### config.mk
export PLATFORM = sky130hd
export DESIGN_NAME = mpu_read_responder
export DESIGN_NICKNAME = d
export VERILOG_FILES = /design/src/rtl/rdr_pkg.sv /design/src/rtl/rdr_tick_cnt.sv /design/src/rtl/rdr_capture.sv /design/src/rtl/rdr_ctrl.sv /design/src/rtl/mpu_read_responder.sv
export SDC_FILE = /design/constraint.sdc
export NUM_CORES = 1
export LEC_CHECK = 0
export BUFFER_PORTS_ARGS = -buffer_cell sky130_fd_sc_hd__buf_2
export CAP_MARGIN = 10
export CORE_ASPECT_RATIO = 0.8
export CORE_MARGIN = 5
export CORE_UTILIZATION = 45
export CTS_CLUSTER_DIAMETER = 40
export DETAILED_ROUTE_END_ITERATION = 16
export GPL_TIMING_DRIVEN = 0
export PLACE_DENSITY = 0.76
export SETUP_SLACK_MARGIN = 0.1
export SLEW_MARGIN = 20
export SYNTH_ARGS = -nofsm -noshare
export SYNTH_HDL_FRONTEND = slang
export SYNTH_SLANG_ARGS = --single-unit
### constraint.sdc
create_clock -name clk -period 2.09 [get_ports clk]
set_input_delay 0.1045 -clock clk [delete_from_list [all_inputs] [get_ports clk]]
set_output_delay 0.1045 -clock clk [all_outputs]
set_load 0.05 [all_outputs]
### src/rtl/rdr_pkg.sv
package rdr_pkg;

    typedef enum logic [3:0] {
        ST_SEEK_LOW,
        ST_SEEK_RISE,
        ST_WR_SKIP,
        ST_SETTLE_LO,
        ST_SETTLE_HI,
        ST_REQ,
        ST_WAIT_RSP,
        ST_DRIVE,
        ST_HOLD
    } rdr_state_e;

    // active-low buffer select codes
    localparam logic [2:0] SEL_ADDR_LO = 3'b011;
    localparam logic [2:0] SEL_ADDR_HI = 3'b101;
    localparam logic [2:0] SEL_DATA    = 3'b110;

endpackage

### src/rtl/rdr_tick_cnt.sv
module rdr_tick_cnt #(
    parameter int CW = 4
) (
    input  logic          clk,
    input  logic          rst_n,
    input  logic          clr,
    output logic [CW-1:0] cnt
);

    always_ff @(posedge clk or negedge rst_n) begin
        if (!rst_n) begin
            cnt <= '0;
        end else if (clr) begin
            cnt <= '0;
        end else begin
            cnt <= cnt + 1'b1;
        end
    end

endmodule

### src/rtl/rdr_capture.sv
module rdr_capture #(
    parameter int PIN_W     = 8,
    parameter int ADDR_HI_W = 7,
    parameter int LOOK_W    = 32
) (
    input  logic                              clk,
    input  logic                              rst_n,
    input  logic                              cap_lo,
    input  logic                              cap_hi,
    input  logic                              cap_dat,
    input  logic [PIN_W-1:0]                  pad_in,
    input  logic [PIN_W-1:0]                  rsp_data,
    input  logic [LOOK_W-PIN_W-ADDR_HI_W-1:0] base_page,
    output logic [LOOK_W-1:0]                 look_word,
    output logic [PIN_W-1:0]                  drv_byte
);

    logic [PIN_W-1:0]     addr_lo_q;
    logic [ADDR_HI_W-1:0] addr_hi_q;
    logic [PIN_W-1:0]     data_q;

    always_ff @(posedge clk or negedge rst_n) begin
        if (!rst_n) begin
            addr_lo_q <= '0;
            addr_hi_q <= '0;
            data_q    <= '0;
        end else begin
            if (cap_lo)  addr_lo_q <= pad_in;
            if (cap_hi)  addr_hi_q <= pad_in[ADDR_HI_W-1:0];
            if (cap_dat) data_q    <= rsp_data;
        end
    end

    assign look_word = {base_page, addr_hi_q, addr_lo_q};
    assign drv_byte  = data_q;

endmodule

### src/rtl/rdr_ctrl.sv
module rdr_ctrl
    import rdr_pkg::*;
#(
    parameter int SETTLE_LO = 4,
    parameter int SETTLE_HI = 6,
    parameter int HOLD_CYC  = 6,
    parameter int CW        = 4
) (
    input  logic          clk,
    input  logic          rst_n,
    input  logic          bus_e,
    input  logic          bus_rnw,
    input  logic          req_ready,
    input  logic          rsp_valid,
    input  logic [CW-1:0] cnt,
    output logic          cnt_clr,
    output logic          cap_lo,
    output logic          cap_hi,
    output logic          cap_dat,
    output logic [2:0]    sel_n,
    output logic          drive,
    output logic          req_valid,
    output logic          abort_pulse
);

    localparam logic [CW-1:0] LO_LAST   = CW'(SETTLE_LO - 1);
    localparam logic [CW-1:0] HI_LAST   = CW'(SETTLE_HI - 1);
    localparam logic [CW-1:0] HOLD_LAST = CW'(HOLD_CYC - 1);

    rdr_state_e st_q, st_nxt;
    logic       abort;

    // state register
    always_ff @(posedge clk or negedge rst_n) begin
        if (!rst_n) begin
            st_q <= ST_SEEK_LOW;
        end else begin
            st_q <= st_nxt;
        end
    end

    // next state and capture strobes
    always_comb begin
        st_nxt  = st_q;
        cap_lo  = 1'b0;
        cap_hi  = 1'b0;
        cap_dat = 1'b0;
        abort   = 1'b0;
        unique case (st_q)
            ST_SEEK_LOW: begin
                if (!bus_e) st_nxt = ST_SEEK_RISE;
            end
            ST_SEEK_RISE: begin
                if (bus_e) st_nxt = bus_rnw ? ST_SETTLE_LO : ST_WR_SKIP;
            end
            ST_WR_SKIP: begin
                if (!bus_e) st_nxt = ST_SEEK_RISE;
            end
            ST_SETTLE_LO: begin
                if (!bus_e) begin
                    abort = 1'b1;
                end else if (cnt == LO_LAST) begin
                    cap_lo = 1'b1;
                    st_nxt = ST_SETTLE_HI;
                end
            end
            ST_SETTLE_HI: begin
                if (!bus_e) begin
                    abort = 1'b1;
                end else if (cnt == HI_LAST) begin
                    cap_hi = 1'b1;
                    st_nxt = ST_REQ;
                end
            end
            ST_REQ: begin
                if (!bus_e) begin
                    abort = 1'b1;
                end else if (req_ready) begin
                    st_nxt = ST_WAIT_RSP;
                end
            end
            ST_WAIT_RSP: begin
                if (!bus_e) begin
                    abort = 1'b1;
                end else if (rsp_valid) begin
                    cap_dat = 1'b1;
                    st_nxt  = ST_DRIVE;
                end
            end
            ST_DRIVE: begin
                if (!bus_e) st_nxt = ST_HOLD;
            end
            ST_HOLD: begin
                if (cnt == HOLD_LAST) st_nxt = ST_SEEK_LOW;
            end
            default: st_nxt = ST_SEEK_LOW;
        endcase
        if (abort) st_nxt = ST_SEEK_RISE;
    end

    assign cnt_clr = (st_nxt != st_q);

    // Moore outputs
    always_comb begin
        sel_n     = SEL_ADDR_LO;
        drive     = 1'b0;
        req_valid = 1'b0;
        unique case (st_q)
            ST_SETTLE_HI, ST_WAIT_RSP: begin
                sel_n = SEL_ADDR_HI;
            end
            ST_REQ: begin
                sel_n     = SEL_ADDR_HI;
                req_valid = 1'b1;
            end
            ST_DRIVE, ST_HOLD: begin
                sel_n = SEL_DATA;
                drive = 1'b1;
            end
            default: begin
                sel_n = SEL_ADDR_LO;
            end
        endcase
    end

    always_ff @(posedge clk or negedge rst_n) begin
        if (!rst_n) begin
            abort_pulse <= 1'b0;
        end else begin
            abort_pulse <= abort;
        end
    end

endmodule

### src/rtl/mpu_read_responder.sv
module mpu_read_responder #(
    parameter int PIN_W     = 8,
    parameter int ADDR_HI_W = 7,
    parameter int LOOK_W    = 32,
    parameter int SETTLE_LO = 4,
    parameter int SETTLE_HI = 6,
    parameter int HOLD_CYC  = 6
) (
    input  logic                              clk,
    input  logic                              rst_n,
    input  logic                              bus_e,
    input  logic                              bus_rnw,
    input  logic [PIN_W-1:0]                  pad_in,
    output logic [PIN_W-1:0]                  pad_out,
    output logic [PIN_W-1:0]                  pad_oe,
    output logic [2:0]                        buf_sel_n,
    input  logic [LOOK_W-PIN_W-ADDR_HI_W-1:0] base_page,
    output logic                              lk_req_valid,
    input  logic                              lk_req_ready,
    output logic [LOOK_W-1:0]                 lk_req_addr,
    input  logic                              lk_rsp_valid,
    input  logic [PIN_W-1:0]                  lk_rsp_data,
    output logic                              cyc_abort
);

    localparam int MAX_LH  = (SETTLE_LO > SETTLE_HI) ? SETTLE_LO : SETTLE_HI;
    localparam int CNT_MAX = (MAX_LH > HOLD_CYC) ? MAX_LH : HOLD_CYC;
    localparam int CW      = $clog2(CNT_MAX) + 1;

    logic [CW-1:0] cnt;
    logic          cnt_clr;
    logic          cap_lo, cap_hi, cap_dat;
    logic          drive;

    rdr_tick_cnt #(.CW(CW)) u_cnt (
        .clk   (clk),
        .rst_n (rst_n),
        .clr   (cnt_clr),
        .cnt   (cnt)
    );

    rdr_ctrl #(
        .SETTLE_LO (SETTLE_LO),
        .SETTLE_HI (SETTLE_HI),
        .HOLD_CYC  (HOLD_CYC),
        .CW        (CW)
    ) u_ctrl (
        .clk         (clk),
        .rst_n       (rst_n),
        .bus_e       (bus_e),
        .bus_rnw     (bus_rnw),
        .req_ready   (lk_req_ready),
        .rsp_valid   (lk_rsp_valid),
        .cnt         (cnt),
        .cnt_clr     (cnt_clr),
        .cap_lo      (cap_lo),
        .cap_hi      (cap_hi),
        .cap_dat     (cap_dat),
        .sel_n       (buf_sel_n),
        .drive       (drive),
        .req_valid   (lk_req_valid),
        .abort_pulse (cyc_abort)
    );

    rdr_capture #(
        .PIN_W     (PIN_W),
        .ADDR_HI_W (ADDR_HI_W),
        .LOOK_W    (LOOK_W)
    ) u_cap (
        .clk       (clk),
        .rst_n     (rst_n),
        .cap_lo    (cap_lo),
        .cap_hi    (cap_hi),
        .cap_dat   (cap_dat),
        .pad_in    (pad_in),
        .rsp_data  (lk_rsp_data),
        .base_page (base_page),
        .look_word (lk_req_addr),
        .drv_byte  (pad_out)
    );

    // one enable per pin, all following the drive state
    for (genvar gi = 0; gi < PIN_W; gi++) begin : g_oe
        assign pad_oe[gi] = drive;
    end

endmodule

==> flow_metrics.tcl <==
set metrics [dict create \
    initial_antenna_violation_count 0 \
    post_cts.repair.setup_buffers 0 \
    synth.yosys.seq_area_share_pct 45.98 \
    design_area_um2 2338 \
    post_drt_via_cell_ratio 4.805 \
    period_minus_slack_ps 1790 \
    max-vdd-ir-drop_uv 630.6 \
    power_frac_seq_pct 33.5 \
    numCtsBuffers 5 \
    cts.root.buffer_cell "sky130_fd_sc_hd__clkbuf_8" \
    cts_num_sinks 32 \
    routed_wirelength_mm 3.997 \
    netSwitchingFraction_pct 41.57 \
    final-setup-viol-count 0 \
    clock_tree.htree_level_count 2 \
    grt_max_degree 33 \
    synth_cell_types 41 \
    fraction_of_final_layout_cells_with_drive_strength_greater_than_1_pct 63.36 \
    rsz0062_at_grt "false" \
    syn_area_per_cell_um2 11.69 \
    tritoncts "yes" \
    whs_path_depth 2 \
    drt_drc_violations_left 0 \
    ant_nets 0 \
    hold_slack_final_ps 55.47 \
    clock-skew-final_ps 5.168 \
    internal_dissipation_mw 1.453 \
    setup.worst_path.end_class "primary output" \
    vias_in_the_first_global_route 1489 \
    drt_first_iter_violations 87 \
    clk_latency_ps 280 \
    final_util_pct 61.89 \
    drt_pass1_iterations 4 \
    grt_use_total_pct 16.11 \
    syn_inst 149 \
    share_of_total_power_in_the_clock_network_pct 23.0 \
    number_of_flops_mapped_to_enable_cells_by_yosys 0 \
    postPlaceCellArea_um2 2192 \
    yosysWarningCount 0 \
    syn_to_final_growth_pct 34.27 \
    timing.critical_path.required_ps 1990 \
    r2r_setup_slack_ps 320 \
    min_period_over_period_pct 85.64 \
    synth.area.top_cells "sky130_fd_sc_hd__dfrtp_1, sky130_fd_sc_hd__mux2_2, sky130_fd_sc_hd__buf_4" \
    die_width_um 79.56 \
    maxCapViolations 0 \
    boundaryPins 92 \
    max_slew_vio_count 0 \
    insertedDiodeCount 0 \
    net_total_in_the_final_layout 272 \
    post_synth_instance_area_um2 1742 \
    timing_worst_slew_pin_value_ps 700.5 \
    synth_largest_area_cell "sky130_fd_sc_hd__dfrtp_1" \
    reg2reg_depth 5 \
    clk_path_buf_depth 2 \
    num_rows 20 \
    postSynthRegisterBits 32 \
    die_area_um2 5222 \
    timing.fmax_mhz 558.7 \
    worstPathArrival_ps 1690 \
    first_pass_grt_wire_length_mm 6.582 \
    drt-wirelength-per-cell_um 13.93 \
    share_comb_of_total_power_pct 43.6 \
    synthFlopType "sky130_fd_sc_hd__dfrtp_1" \
    most_frequent_cell_after_synthesis "sky130_fd_sc_hd__dfrtp_1" \
    ys_top_cells_by_count "sky130_fd_sc_hd__dfrtp_1, sky130_fd_sc_hd__buf_4, sky130_fd_sc_hd__mux2_2" \
    timing.max_slew.rel_slack_pct 53.30 \
    finalHoldViolations 0 \
    floorplan.initialDensity_pct 46.09 \
    grt_overflow_total 0 \
    gp_routability_congestion 0.7988 \
    numPlacedInstances 278 \
    worst-setup-path-type "flop to primary output" \
    power.static_leakage_nw 1.283 \
    synth_top_area_share_pct 45.98 \
    io_buffer_count 74 \
    hpwlAfterDp_mm 3.039 \
    synth-async-reset-ratio_pct 100.0 \
    totalNegativeSetupSlack_ps 0 \
    clkSlewWorstSetupHoldPaths_ps 70 \
    die_h_um 65.65 \
    crit_path_max_fanout 10 \
    placeableCoreArea_um2 3779 \
    p_per_area_nw_per_um2 1063 \
    outcome "complete, no violations" \
    layout.cells.non_filler 287 \
    worst_setup_start_kind "flop" \
    vias 1379 \
    net-switching-power_mw 1.033 \
    hold_path_class "primary input to flop" \
    synth.net_count 190 \
]
[layout by cell type, fill, tap and decap left out, types with 2 or more instances in the layout]
master	n
sky130_fd_sc_hd__xnor2_1	2
sky130_fd_sc_hd__nand2_1	7
sky130_fd_sc_hd__mux2_2	23
sky130_fd_sc_hd__nand3_1	2
sky130_fd_sc_hd__dfrtp_1	32
sky130_fd_sc_hd__buf_6	2
sky130_fd_sc_hd__buf_4	35
sky130_fd_sc_hd__buf_2	68
sky130_fd_sc_hd__nand4b_1	2
sky130_fd_sc_hd__xor2_1	2
sky130_fd_sc_hd__o211ai_1	2
sky130_fd_sc_hd__inv_1	4
sky130_fd_sc_hd__ha_1	2
sky130_fd_sc_hd__a21oi_1	2
sky130_fd_sc_hd__nand2b_1	3
sky130_fd_sc_hd__clkbuf_8	5
sky130_fd_sc_hd__nor2_1	8
sky130_fd_sc_hd__nand2_2	2
[worst paths after layout]
| kind | startpoint | to |
|---|---|---|
| worst max-delay path | u_ctrl.st_q[2]$_DFF_PN0_ | pad_oe[6] |
| worst min-delay path | lk_rsp_data[6] | u_cap.drv_byte[6]$_DFFE_PN0P_ |
| worst max register to register | u_cnt.cnt[1]$_DFF_PN0_ | u_cap.addr_hi_q[0]$_DFFE_PN0P_ |
| worst min register to register | u_cnt.cnt[0]$_DFF_PN0_ | u_cnt.cnt[0]$_DFF_PN0_ |
| max in group asynchronous | rst_n | u_cap.addr_hi_q[5]$_DFFE_PN0P_ |
| min in group asynchronous | rst_n | u_ctrl.st_q[0]$_DFF_PN0_ |
[metal layers]
metal / track usage, % / vias up / part of all wire [%]
li1: - / 655 / -
met1: 17.39 / 656 / 39
met2: 28.44 / 61 / 49
met3: 6.849 / 7 / 11
met4: 5.150 / 0 / 1.2
met5: 0 / - / 0
[critical path, cell delays in order, from the launching register on]
cell	delay (ps)
sky130_fd_sc_hd__dfrtp_1	410
sky130_fd_sc_hd__buf_4	190
sky130_fd_sc_hd__nor4b_4	300
sky130_fd_sc_hd__a31oi_2	70
sky130_fd_sc_hd__inv_2	120
sky130_fd_sc_hd__buf_4	120
sky130_fd_sc_hd__buf_4	180
[stage by stage]
step                power [mW]  setup slack [ps]
CTS                      2.491             150.9
global route             2.624             151.2
global placement         1.898             380.2
detailed placement       1.910             318.5
floorplan                1.671             209.2
finish                   2.486             300.1
[registers in the layout, summed over array words and instances (netlist names)]
name                flops
u_ctrl.abort_pulse      1
u_cap.addr_hi_q         7
u_cap.addr_lo_q         8
u_cnt.cnt               4
u_ctrl.st_q             4
u_cap.drv_byte          8
[power by group through the flow]
stage | Sequential [mW] | Combinational (mW) | Clock (mW)
2_1_floorplan | 1.14 | 0.528 | 0
3_3_place_gp | 0.839 | 1.06 | 0
3_5_place_dp | 0.844 | 1.07 | 0
4_1_cts | 0.834 | 1.08 | 0.579
5_1_grt | 0.850 | 1.16 | 0.611
6_report | 0.832 | 1.08 | 0.571
[logic make-up (layout without fill, tap and decap cells)]
kind of cell	count (synthesis)	count (layout)	synth area share, %
XOR/XNOR	4	4	2.012
multiplexers	23	23	14.87
AO/OA/AOI/OAI	15	15	7.471
buffers and inverters	36	119	14.58
flip-flops	32	32	45.98
AND/OR/NAND/NOR	37	37	13.65
adder cells (fa/ha/maj)	2	2	1.437
[cell type report]
class                   instances  area, µm²
inverters                       5      18.77
multi-input cells              81      706.9
fillers                       318       1440
plain buffers                  31      235.2
clock inverters                 2      35.03
well taps                      55      68.82
flip-flops and latches         32      800.8
repair buffers                 75      400.4
clock buffers                   6      72.57
[timing repair]
item / CTS / global route
gates resized for setup: 8 / 2
endpoints found under the setup margin: 8 / 8
hold endpoints to repair: 32 / 0
hold buffers: 1 / 0
cloned: 0 / 0
Power figures use the tool's default switching activity.
